===== src/rtl/frame_lock_pkg.sv =====
package frame_lock_pkg;

   typedef enum logic [1:0] {
      ST_HUNT   = 2'b00,
      ST_VERIFY = 2'b01,
      ST_LOCK   = 2'b10
   } lock_state_t;

   function automatic int pos_width(input int frame_len);
      return (frame_len <= 2) ? 1 : $clog2(frame_len);
   endfunction

   function automatic bit is_pow2(input int n);
      return (n > 0) && ((n & (n - 1)) == 0);
   endfunction

endpackage


===== src/rtl/frame_pos_ctr.sv =====
module frame_pos_ctr
   import frame_lock_pkg::*;
#(
   parameter int FRAME_LEN = 8
) (
   input  logic clk,
   input  logic rst_n,
   input  logic restart,
   output logic at_slot
);
   localparam int W = pos_width(FRAME_LEN);
   localparam logic [W-1:0] LAST = W'(FRAME_LEN - 1);

   logic [W-1:0] pos_q;

   generate
      if (is_pow2(FRAME_LEN)) begin : g_natural_wrap
         always_ff @(posedge clk or negedge rst_n) begin
            if (!rst_n)       pos_q <= '0;
            else if (restart) pos_q <= '0;
            else              pos_q <= pos_q + 1'b1;
         end
         assign at_slot = &pos_q;
      end else begin : g_compare_wrap
         always_ff @(posedge clk or negedge rst_n) begin
            if (!rst_n)              pos_q <= '0;
            else if (restart)        pos_q <= '0;
            else if (pos_q == LAST)  pos_q <= '0;
            else                     pos_q <= pos_q + 1'b1;
         end
         assign at_slot = (pos_q == LAST);
      end
   endgenerate

endmodule


===== src/rtl/frame_lock_fsm.sv =====
module frame_lock_fsm
   import frame_lock_pkg::*;
(
   input  logic        clk,
   input  logic        rst_n,
   input  logic        sync_hit,
   input  logic        at_slot,
   output lock_state_t state,
   output logic        restart,
   output logic        accept
);
   lock_state_t state_d;

   always_comb begin
      state_d = state;
      unique case (state)
         ST_HUNT:   if (sync_hit) state_d = ST_VERIFY;
         ST_VERIFY: if (at_slot)  state_d = sync_hit ? ST_LOCK : ST_HUNT;
         ST_LOCK:   if (at_slot)  state_d = sync_hit ? ST_LOCK : ST_HUNT;
         default:                 state_d = ST_HUNT;
      endcase
   end

   always_ff @(posedge clk or negedge rst_n) begin
      if (!rst_n) state <= ST_HUNT;
      else        state <= state_d;
   end

   assign restart = (state == ST_HUNT) && sync_hit;
   assign accept  = (state != ST_HUNT) && at_slot && sync_hit;

endmodule


===== src/rtl/frame_sof_reg.sv =====
module frame_sof_reg (
   input  logic clk,
   input  logic rst_n,
   input  logic accept,
   output logic sof_pulse
);
   always_ff @(posedge clk or negedge rst_n) begin
      if (!rst_n) sof_pulse <= 1'b0;
      else        sof_pulse <= accept;
   end
endmodule


===== src/rtl/frame_lock_ctrl.sv =====
module frame_lock_ctrl
   import frame_lock_pkg::*;
#(
   parameter int FRAME_LEN = 8
) (
   input  logic       clk,
   input  logic       rst_n,
   input  logic       sync_hit,
   output logic       sof_pulse,
   output logic [1:0] state_dbg,
   output logic       locked
);
   generate
      if (FRAME_LEN < 2) begin : g_bad_len
         $error("frame_lock_ctrl: FRAME_LEN must be at least 2");
      end
   endgenerate

   lock_state_t state;
   logic        at_slot;
   logic        restart;
   logic        accept;

   frame_pos_ctr #(.FRAME_LEN(FRAME_LEN)) u_pos (
      .clk     (clk),
      .rst_n   (rst_n),
      .restart (restart),
      .at_slot (at_slot)
   );

   frame_lock_fsm u_fsm (
      .clk      (clk),
      .rst_n    (rst_n),
      .sync_hit (sync_hit),
      .at_slot  (at_slot),
      .state    (state),
      .restart  (restart),
      .accept   (accept)
   );

   frame_sof_reg u_sof (
      .clk       (clk),
      .rst_n     (rst_n),
      .accept    (accept),
      .sof_pulse (sof_pulse)
   );

   assign state_dbg = state;
   assign locked    = (state == ST_LOCK);

endmodule


===== config.mk =====
export PLATFORM = sky130hd
export DESIGN_NAME = frame_lock_ctrl
export DESIGN_NICKNAME = d
export VERILOG_FILES = /design/src/rtl/frame_lock_pkg.sv /design/src/rtl/frame_pos_ctr.sv /design/src/rtl/frame_lock_fsm.sv /design/src/rtl/frame_sof_reg.sv /design/src/rtl/frame_lock_ctrl.sv
export SDC_FILE = /design/constraint.sdc
export NUM_CORES = 1
export LEC_CHECK = 0
export BUFFER_PORTS_ARGS = -buffer_cell sky130_fd_sc_hd__buf_2
export CORE_AREA = 2 2 39 41
export CTS_CLUSTER_DIAMETER = 150
export CTS_CLUSTER_SIZE = 10
export DETAILED_ROUTE_END_ITERATION = 12
export DIE_AREA = 0 0 41 43
export PLACE_DENSITY_LB_ADDON = 0.2
export SKIP_CTS_REPAIR_TIMING = 1
export SKIP_LAST_GASP = 1
export SLEW_MARGIN = 20
export SYNTH_ARGS = -nofsm -noshare
export SYNTH_HDL_FRONTEND = slang
export SYNTH_SLANG_ARGS = --single-unit

===== constraint.sdc =====
create_clock -name clk -period 1.8 [get_ports clk]
set_input_delay 0.18 -clock clk [delete_from_list [all_inputs] [get_ports clk]]
set_output_delay 0.18 -clock clk [all_outputs]
set_load 0.005 [all_outputs]

==> results.md, run 1 <==
- Period utilisation layout: 0.833
- Hold Fails Final Rpt: 0
- # IOs: 7
- Final TNS setup: 0 ns
- Slowest stage delay, CP: 0.38 ns
- Final instance area: 394 um^2
- Worst Skew: 0.000386 ns
- Routed wire length: 500 um
- GP Congestion: 0.661
- Total grt overflow: 0
- Synth warn: 0
- Critical path launch point: u_fsm.state[0]
- Initial Utilization: 0.225
- Sink Count: 6
- DR pass1 iterations: 2
- Share of cells above drive strength 1: 0.306
- Worst-margin pin slew: 0.156 ns
- CP max FO: 4
- Syn Area/Cell: 12.0 um^2
- Largest net degree at the start of global routing: 7
- Post-synthesis cell count: 26
- Instance count on the critical path: 5
- # Max-Cap Violations: 0
- Gr usage total: 0.0828
- Largest delay share family, worst path: flip-flops
- Worst path required time: 1.92 ns
- Die width: 41 um
- CTS tree: done
- Worst vdd ir: 0.000482 V
- Via count: 203
- DRC Markers: 0
- Max Slew Vio Count: 0
- Clk slew on worst S/H paths: 0.04 ns
- # nets final: 47
- Status: finished, final reports clean
- CP max stage cell: dfrtp_1
- Clk Tree Root Cell: clkbuf_4
- WS Path Type: flip-flop to flip-flop
- Min cycle time layout: 1.50 ns
- Crit-path cells: inv_1 -> ha_1 -> nor2b_1 -> nor2_1 -> mux2_4
- Hold crit path type: input port to flip-flop
- Htree depth: 1
- Worst slew margin: 0.896
- HP Start: sync_hit
- Worst R2R Start: u_fsm.state[0]
- Crit start category: flip-flop
- Setup violations, final: 0
- Row Count: 14
- Seq cells post-synth: 6
- WP buf/inv: 1
- Mapped Area: 312 um^2
- Initial drt markers: 1
- Final ANT Viol Nets: 0
- Pwr dens: 1410 nW/um^2
- Syn Nets: 35
- Diode count: 0
- Clk buf depth: 2
- DIE HEIGHT: 43 um
- Worst-Skew Late Latency: 0.24 ns
- Unrepaired setup endpoints after global routing: no
- Port bufs: 6
- Die area: 1760 um^2
- Leak: 0.211 nW
- Area Growth Syn to Fin: 26.5%
- WL per Instance: 9.62 um
- CTS buffer count: 3
- Total Power: 0.000555 W
- Library cells used by synthesis: 12
- CP Capture Type: flip-flop
- Critical path data arrival time: 1.62 ns
- Vias per std cell: 3.90
- Vias in the first global route: 218
- Global-route wire length before repair: 890 um
- Initial antenna violation count: 0
- Core area: 1380 um^2
- R2R cell count: 5
- WHS Path Cells: 2
- Sequential share of the synthesized area: 0.482
- Placed Instance Area: 362 um^2
- HPWL Detailed: 399 um
- Fmax: 667 MHz
[worst paths after layout]
kind	endpoint	slack (ns)
setup / recovery	u_fsm.state[0]	0.30
setup reg to reg	u_fsm.state[0]	0.30
hold / removal	u_pos.pos_q[0]	0.20
max in group asynchronous	u_pos.pos_q[1]	1.36
hold reg to reg	u_pos.pos_q[0]	0.44
min in group asynchronous	u_pos.pos_q[2]	0.30
[Yosys cell counts, drive strengths merged]
cell / instances / area (um^2)
o21ai: 1 / 5.00
nand2: 2 / 7.51
a21boi: 2 / 15.0
nand4b: 1 / 8.76
inv: 2 / 7.51
nor2b: 2 / 15.0
ha: 6 / 75.1
mux2: 1 / 15.0
dfrtp: 6 / 150
a21oi: 1 / 5.00
nor2: 2 / 7.51
[layer usage]
layer / GRT usage / part of all wire / wire (um)
met5: 0 / 0 / 0
met4: 0.100 / 0.014 / 7
met3: 0.0314 / 0.068 / 34
met2: 0.0875 / 0.42 / 208
met1: 0.108 / 0.50 / 249
[sequential cells by signal (all words and copies together) (netlist names)]
name             cells
u_sof.sof_pulse      1
u_pos.pos_q          3
u_fsm.state          2
[where the power goes]
group / switching, W / internal (W) / total [W]
combinational: 0.000101 / 0.000120 / 0.000220
sequential: 0.0000293 / 0.000185 / 0.000215
clock: 0.0000449 / 0.0000752 / 0.000120
total: 0.000175 / 0.000380 / 0.000555
[placed cells by master, fill, tap and decap left out]
master / Yosys / routed
clkbuf_4: 0 / 3
nor2_1: 2 / 2
nor2b_1: 1 / 1
o21ai_1: 1 / 1
nand2_1: 2 / 2
nand4b_1: 1 / 1
ha_1: 6 / 6
dlygate4sd3_1: 0 / 1
nor2b_2: 1 / 1
buf_2: 0 / 6
a21boi_0: 2 / 2
mux2_4: 1 / 1
a21oi_1: 1 / 1
dfrtp_1: 6 / 6
inv_1: 2 / 2
[kinds of logic after synthesis]
family,Yosys count,share of synthesized area
AND/OR/NAND/NOR,7,0.125
adder cells (fa/ha/maj),6,0.241
flip-flops,6,0.482
AO/OA/AOI/OAI,4,0.0803
buffers and inverters,2,0.0241
multiplexers,1,0.0482
[final cells by class]
type / instances / area [um^2]
Timing Repair Buffer: 7 / 40.0
Sequential cell: 6 / 150
Tap cell: 16 / 20.0
Clock buffer: 3 / 22.5
Inverter: 2 / 7.51
Fill cell: 144 / 990
Multi-Input combinational cell: 18 / 154
[through the flow]
| stage | worst slack [ns] | hold slack [ns] | std cells | utilization |
|---|---|---|---|---|
| floorplan | 0.362 | -0.116 | 26 | - |
| global placement | 0.340 | 0.0115 | 48 | 0.261 |
| detailed placement | 0.290 | 0.0144 | 48 | 0.261 |
| CTS | 0.277 | -0.244 | 51 | 0.278 |
| global route | 0.213 | 0.217 | 52 | 0.285 |
| finish | 0.301 | 0.198 | 52 | 0.285 |
(Power assumes the default switching activity.)
==> inputs of run 2 (changes only) <==
==> constraint.sdc (replaced) <==
create_clock -name clk -period 1.37 [get_ports clk]
set_input_delay 0.137 -clock clk [delete_from_list [all_inputs] [get_ports clk]]
set_output_delay 0.137 -clock clk [all_outputs]
set_load 0.005 [all_outputs]
==> run 2 against run 1 <==
Net effect: hold slack lost 0.048 ns; final cell count grew 9.6%; core utilization grew 4.7 points; maximum frequency grew 12%; sequential share of layout area shrank 5.4 points; die area is the same; total power grew 62%; routed wire length grew 12%; combinational power grew 110%; largest power group unchanged; clock power grew 28%.
==> results.md, run 2 (synthesis results as in run 1) <==
- Clk Tree Root Cell: clkbuf_4 (unchanged)
- Core area: 1380 um^2 (unchanged)
- Status: finished, final reports clean (unchanged)
- DR pass1 iterations: 1 (was 2)
- Setup violations, final: 0 (unchanged)
- Worst Skew: 0.00227 ns (was 0.000386 ns)
- Largest net degree at the start of global routing: 7 (unchanged)
- Leak: 0.237 nW (was 0.211 nW)
- Worst-margin pin slew: 0.156 ns (about the same)
- CP Capture Type: flip-flop (unchanged)
- Initial Utilization: 0.225 (unchanged)
- Worst path required time: 1.49 ns (was 1.92 ns)
- Via count: 225 (was 203)
- Largest reg by FF count: u_pos.pos_q (unchanged)
- HP Start: sync_hit (unchanged)
- Vias in the first global route: 207 (was 218)
- Clk slew on worst S/H paths: 0.04 ns (about the same)
- Fmax: 749 MHz (was 667 MHz)
- CTS buffer count: 3 (unchanged)
- Row Count: 14 (unchanged)
- Top flop regs: u_pos.pos_q: 3 flops, u_fsm.state: 2 flops, u_sof.sof_pulse: 1 flops (unchanged)
- Crit start category: flip-flop (unchanged)
- Hold crit path type: input port to flip-flop (unchanged)
- Initial antenna violation count: 0 (unchanged)
- Share of cells above drive strength 1: 0.561 (was 0.306)
- Flop2flop setup slack: 0.03 ns (was 0.30 ns)
- Placed Instance Area: 404 um^2 (was 362 um^2)
- Hold Fails Final Rpt: 0 (unchanged)
- GP Congestion: 0.756 (was 0.661)
- Final instance area: 459 um^2 (was 394 um^2)
- Initial drt markers: 0 (was 1)
- Slowest stage delay, CP: 0.39 ns (was 0.38 ns)
- Worst-Skew Late Latency: 0.24 ns (about the same)
- CTS tree: done (unchanged)
- Clk buf depth: 2 (unchanged)
- Gr usage total: 0.0714 (was 0.0828)
- Max Slew Vio Count: 0 (unchanged)
- CP max stage cell: dfrtp_1 (unchanged)
- WS Path Type: flip-flop to flip-flop (unchanged)
- Area Growth Syn to Fin: 47.4% (was 26.5%)
- WL per Instance: 9.86 um (was 9.62 um)
- Highest-count cells in the layout ignoring fill and taps: buf_2 (6), dfrtp_1 (6), buf_4 (5) (was ha_1 (6), buf_2 (6), dfrtp_1 (6))
- Max reg flops: 3 (unchanged)
- Routed wire length: 562 um (was 500 um)
- Vias per std cell: 3.95 (was 3.90)
- Sink Count: 6 (unchanged)
- HPWL Detailed: 454 um (was 399 um)
- Port bufs: 6 (unchanged)
- Final ANT Viol Nets: 0 (unchanged)
- DIE HEIGHT: 43 um (unchanged)
- Min cycle time layout: 1.34 ns (was 1.50 ns)
- DRC Markers: 0 (unchanged)
- # Max-Cap Violations: 0 (unchanged)
- Critical path data arrival time: 1.46 ns (was 1.62 ns)
- Pwr dens: 1950 nW/um^2 (was 1410 nW/um^2)
- Period utilisation layout: 0.975 (was 0.833)
- # nets final: 52 (was 47)
- Diode count: 0 (unchanged)
- Htree depth: 1 (unchanged)
- # IOs: 7 (unchanged)
- Total grt overflow: 0 (unchanged)
- CP max FO: 2 (was 4)
- Crit-path cells: inv_2 -> ha_4 -> nor2b_4 -> nor2_2 -> mux2_4 (was inv_1 -> ha_1 -> nor2b_1 -> nor2_1 -> mux2_4)
- Die width: 41 um (unchanged)
- Critical path launch point: u_fsm.state[0] (unchanged)
- Worst slew margin: 0.895 (was 0.896)
- Die area: 1760 um^2 (unchanged)
- Final TNS setup: 0 ns (unchanged)
- Global-route wire length before repair: 759 um (was 890 um)
- Worst vdd ir: 0.000661 V (was 0.000482 V)
- Worst R2R Start: u_fsm.state[0] (unchanged)
==> run 2: power breakdown <==
| group | total (W) | switching, W | leakage (nW) | internal, W |
|---|---|---|---|---|
| Sequential | 0.000281 | 0.0000370 | 0.0767 | 0.000244 |
| Clock | 0.000154 | 0.0000554 | 0.0138 | 0.0000985 |
| Combinational | 0.000462 | 0.000181 | 0.147 | 0.000281 |
==> run 2: layout make-up <==
class                           instances  area (um^2)
Inverter                                2         7.51
Sequential cell                         6          150
Tap cell                               16         20.0
Clock buffer                            3         22.5
Fill cell                             161          925
Multi-Input combinational cell         18          181
Timing Repair Buffer                   12         77.6
==> run 2: worst max-delay path: cells and delay by family (launching register included) <==
family        cells  cell delay [ns]
fa+ha+maj         1             0.20
buf+inv           1             0.09
mux               1             0.30
simple gates      2             0.24
flops             1             0.39
==> run 2: through the flow <==
| stage | total power (W) | hold slack, ns | std cells | setup WS (ns) | utilization |
|---|---|---|---|---|---|
| floorplan | 0.000529 | -0.159 | 26 | 0.00659 | - |
| global placement | 0.000683 | -0.0357 | 52 | -0.0273 | 0.292 |
| detailed placement | 0.000698 | -0.0315 | 52 | -0.0524 | 0.292 |
| CTS | 0.000860 | -0.290 | 55 | -0.0525 | 0.308 |
| global route | 0.000981 | 0.167 | 57 | -0.000979 | 0.332 |
| finish | 0.000897 | 0.150 | 57 | 0.0342 | 0.332 |
==> run 2: per-layer routing <==
layer	part of all wire	vias to the layer above	global-route usage
met5	0	-	0
met4	0	0	0.100
met3	0.014	0	0
met2	0.55	2	0.100
met1	0.44	105	0.0777
li1	-	118	-
==> run 2: path summary, 6_finish.rpt <==
kind                             endpoint  cells past startpoint
min in group asynchronous  u_fsm.state[1]                      2
min reg2reg                u_pos.pos_q[0]                      2
max                        u_fsm.state[0]                      5
max reg2reg                u_fsm.state[0]                      5
max in group asynchronous  u_pos.pos_q[1]                      2
min                        u_pos.pos_q[0]                      2
==> inputs of run 3 (changes only) <==
--- a/config.mk
+++ b/config.mk
@@ -12,6 +12,7 @@
 export DETAILED_ROUTE_END_ITERATION = 12
 export DIE_AREA = 0 0 41 43
 export PLACE_DENSITY_LB_ADDON = 0.2
+export REMOVE_ABC_BUFFERS = 1
 export SKIP_CTS_REPAIR_TIMING = 1
 export SKIP_LAST_GASP = 1
 export SLEW_MARGIN = 20
==> run 3 against run 2 <==
Net effect: critical endpoint unchanged; combinational power grew 19%; largest power group unchanged; clock skew grew 0.0010 ns; hold slack is essentially flat; clock power grew 3%; core utilization grew 2.4 points; largest cell class unchanged; total power grew 11%; cell area grew 7.1%.
==> results.md, run 3 (synthesis results as in run 1) <==
- Status: finished, final reports clean (unchanged)
- Share of cells above drive strength 1: 0.591 (was 0.561)
- Highest-count cells in the layout ignoring fill and taps: buf_4 (8), buf_2 (6), dfrtp_1 (6) (was buf_2 (6), dfrtp_1 (6), buf_4 (5))
- Pwr dens: 2020 nW/um^2 (was 1950 nW/um^2)
- Worst R2R Start: u_pos.pos_q[0] (was u_fsm.state[0])
- Via count: 249 (was 225)
- Hold crit path type: input port to flip-flop (unchanged)
- Largest net degree at the start of global routing: 7 (unchanged)
- GP Congestion: 0.693 (was 0.756)
- Filler cells: 140 (was 161)
- Clk slew on worst S/H paths: 0.05 ns (was 0.04 ns)
- Final ANT Viol Nets: 0 (unchanged)
- Worst-Skew Late Latency: 0.24 ns (about the same)
- Core area: 1380 um^2 (unchanged)
- Worst slack, placed: -0.0975 ns (was -0.0524 ns)
- Clk Tree Root Cell: clkbuf_4 (unchanged)
- Die width: 41 um (unchanged)
- CTS buffer count: 3 (unchanged)
- Register area: 150 um^2 (unchanged)
- Period utilisation layout: 0.968 (was 0.975)
- CP Capture Type: flip-flop (unchanged)
- # nets final: 55 (was 52)
- Final cell utilization of the core: 0.355 (was 0.332)
- Routed wire length: 660 um (was 562 um)
- Gr usage total: 0.0898 (was 0.0714)
- Hold Fails Final Rpt: 0 (unchanged)
- Row Count: 14 (unchanged)
- Sink Count: 6 (unchanged)
- CP max FO: 3 (was 2)
- Reg2reg end: u_fsm.state[0] (unchanged)
- # Max-Cap Violations: 0 (unchanged)
- Flop2flop setup slack: 0.04 ns (was 0.03 ns)
- Crit start category: flip-flop (unchanged)
- Clk buf depth: 2 (unchanged)
- Most common cell after layout, fill and taps aside: buf_4
- Critical path data arrival time: 1.45 ns (was 1.46 ns)
- Post-Layout Cell Count: 60 (was 57)
- Vias per std cell: 4.15 (was 3.95)
- Die area: 1760 um^2 (unchanged)
- Setup violations, final: 0 (unchanged)
- Initial drt markers: 0 (unchanged)
- Multi-input gate area: 191 um^2 (was 181 um^2)
- Initial antenna violation count: 0 (unchanged)
- Initial Utilization: 0.225 (unchanged)
- Critical path launch point: u_pos.pos_q[0] (was u_fsm.state[0])
- Port bufs: 6 (unchanged)
- DIE HEIGHT: 43 um (unchanged)
- Worst slew margin: 0.903 (was 0.895)
- Area Growth Syn to Fin: 57.8% (was 47.4%)
- Max reg flops: 3 (unchanged)
- Htree depth: 1 (unchanged)
- R2R cell count: 5 (unchanged)
- Max Slew Vio Count: 0 (unchanged)
- HPWL Detailed: 484 um (was 454 um)
- CTS tree: done (unchanged)
- Leak: 0.253 nW (was 0.237 nW)
- WS Path Type: flip-flop to flip-flop (unchanged)
- Top flop regs: u_pos.pos_q: 3 flops, u_fsm.state: 2 flops, u_sof.sof_pulse: 1 flops (unchanged)
- WL per Instance: 11.0 um (was 9.86 um)
- Worst path required time: 1.49 ns (about the same)
- Worst Skew: 0.00328 ns (was 0.00227 ns)
- Final TNS setup: 0 ns (unchanged)
- Min cycle time layout: 1.33 ns (was 1.34 ns)
- Worst vdd ir: 0.000747 V (was 0.000661 V)
- Setup crit end: u_fsm.state[0] (unchanged)
- DRC Markers: 0 (unchanged)
- # IOs: 7 (unchanged)
- Largest reg by FF count: u_pos.pos_q (unchanged)
- Placed cells: 53 (was 52)
- DR pass1 iterations: 1 (unchanged)
- Fmax: 754 MHz (was 749 MHz)
- Final worst slack: 0.0439 ns (was 0.0342 ns)
- Vias in the first global route: 240 (was 207)
- Worst-margin pin slew: 0.144 ns (was 0.156 ns)
- Diode count: 0 (unchanged)
- Global-route wire length before repair: 959 um (was 759 um)
- Total grt overflow: 0 (unchanged)
==> run 3: cell count changes in the layout (fill, tap and decap cells not counted) <==
| cell | before | now |
|---|---|---|
| buf_4 | 5 | 8 |
| ha_4 | 1 | 2 |
| ha_2 | 2 | 1 |
==> run 3: worst min-delay path by stage <==
stage,start,endpoint,cells after the start,slack [ns]
2_1_floorplan,rst_n,u_fsm.state[0],0,-0.16
3_3_place_gp,rst_n,u_pos.pos_q[2],1,-0.03
3_5_place_dp,rst_n,u_sof.sof_pulse,1,-0.03
4_1_cts,rst_n,u_pos.pos_q[1],1,-0.29
5_1_grt,sync_hit,u_pos.pos_q[0],2,0.15
6_report,sync_hit,u_pos.pos_q[0],2,0.15
==> run 3: per-stage QoR <==
stage / total power [W] / hold slack (ns) / cell area (um^2)
2_1_floorplan: 0.000497 / -0.159 / 312
3_3_place_gp: 0.000643 / -0.0314 / 399
3_5_place_dp: 0.000668 / -0.0296 / 399
6_report: 0.000992 / 0.151 / 492
4_1_cts: 0.000836 / -0.292 / 422
5_1_grt: 0.00107 / 0.152 / 492
==> run 3: where the power goes <==
part / internal (W) / total, W / switching, W
Combinational: 0.000344 / 0.000551 / 0.000207
Sequential: 0.000244 / 0.000282 / 0.0000381
Clock: 0.0000989 / 0.000159 / 0.0000600
==> run 3: cell type report <==
type	instances	area share
tap	16	0.0407
multi-input combinational	18	0.389
inverter	2	0.0153
timing repair buffer	15	0.204
sequential	6	0.305
clock buffer	3	0.0458
==> run 3: critical path, stage by stage, from the launching register on <==
cell	delay (ns)
dfrtp_1	0.38
ha_2	0.20
ha_4	0.18
nor2b_4	0.12
nor2_2	0.04
mux2_4	0.29
==> run 3: layer usage <==
layer,wire (um),GRT usage,up-vias
met4,7,0.0800,0
met3,50,0.0524,2
met1,282,0.0915,117
li1,-,-,124
met2,321,0.122,6
met5,0,0,-
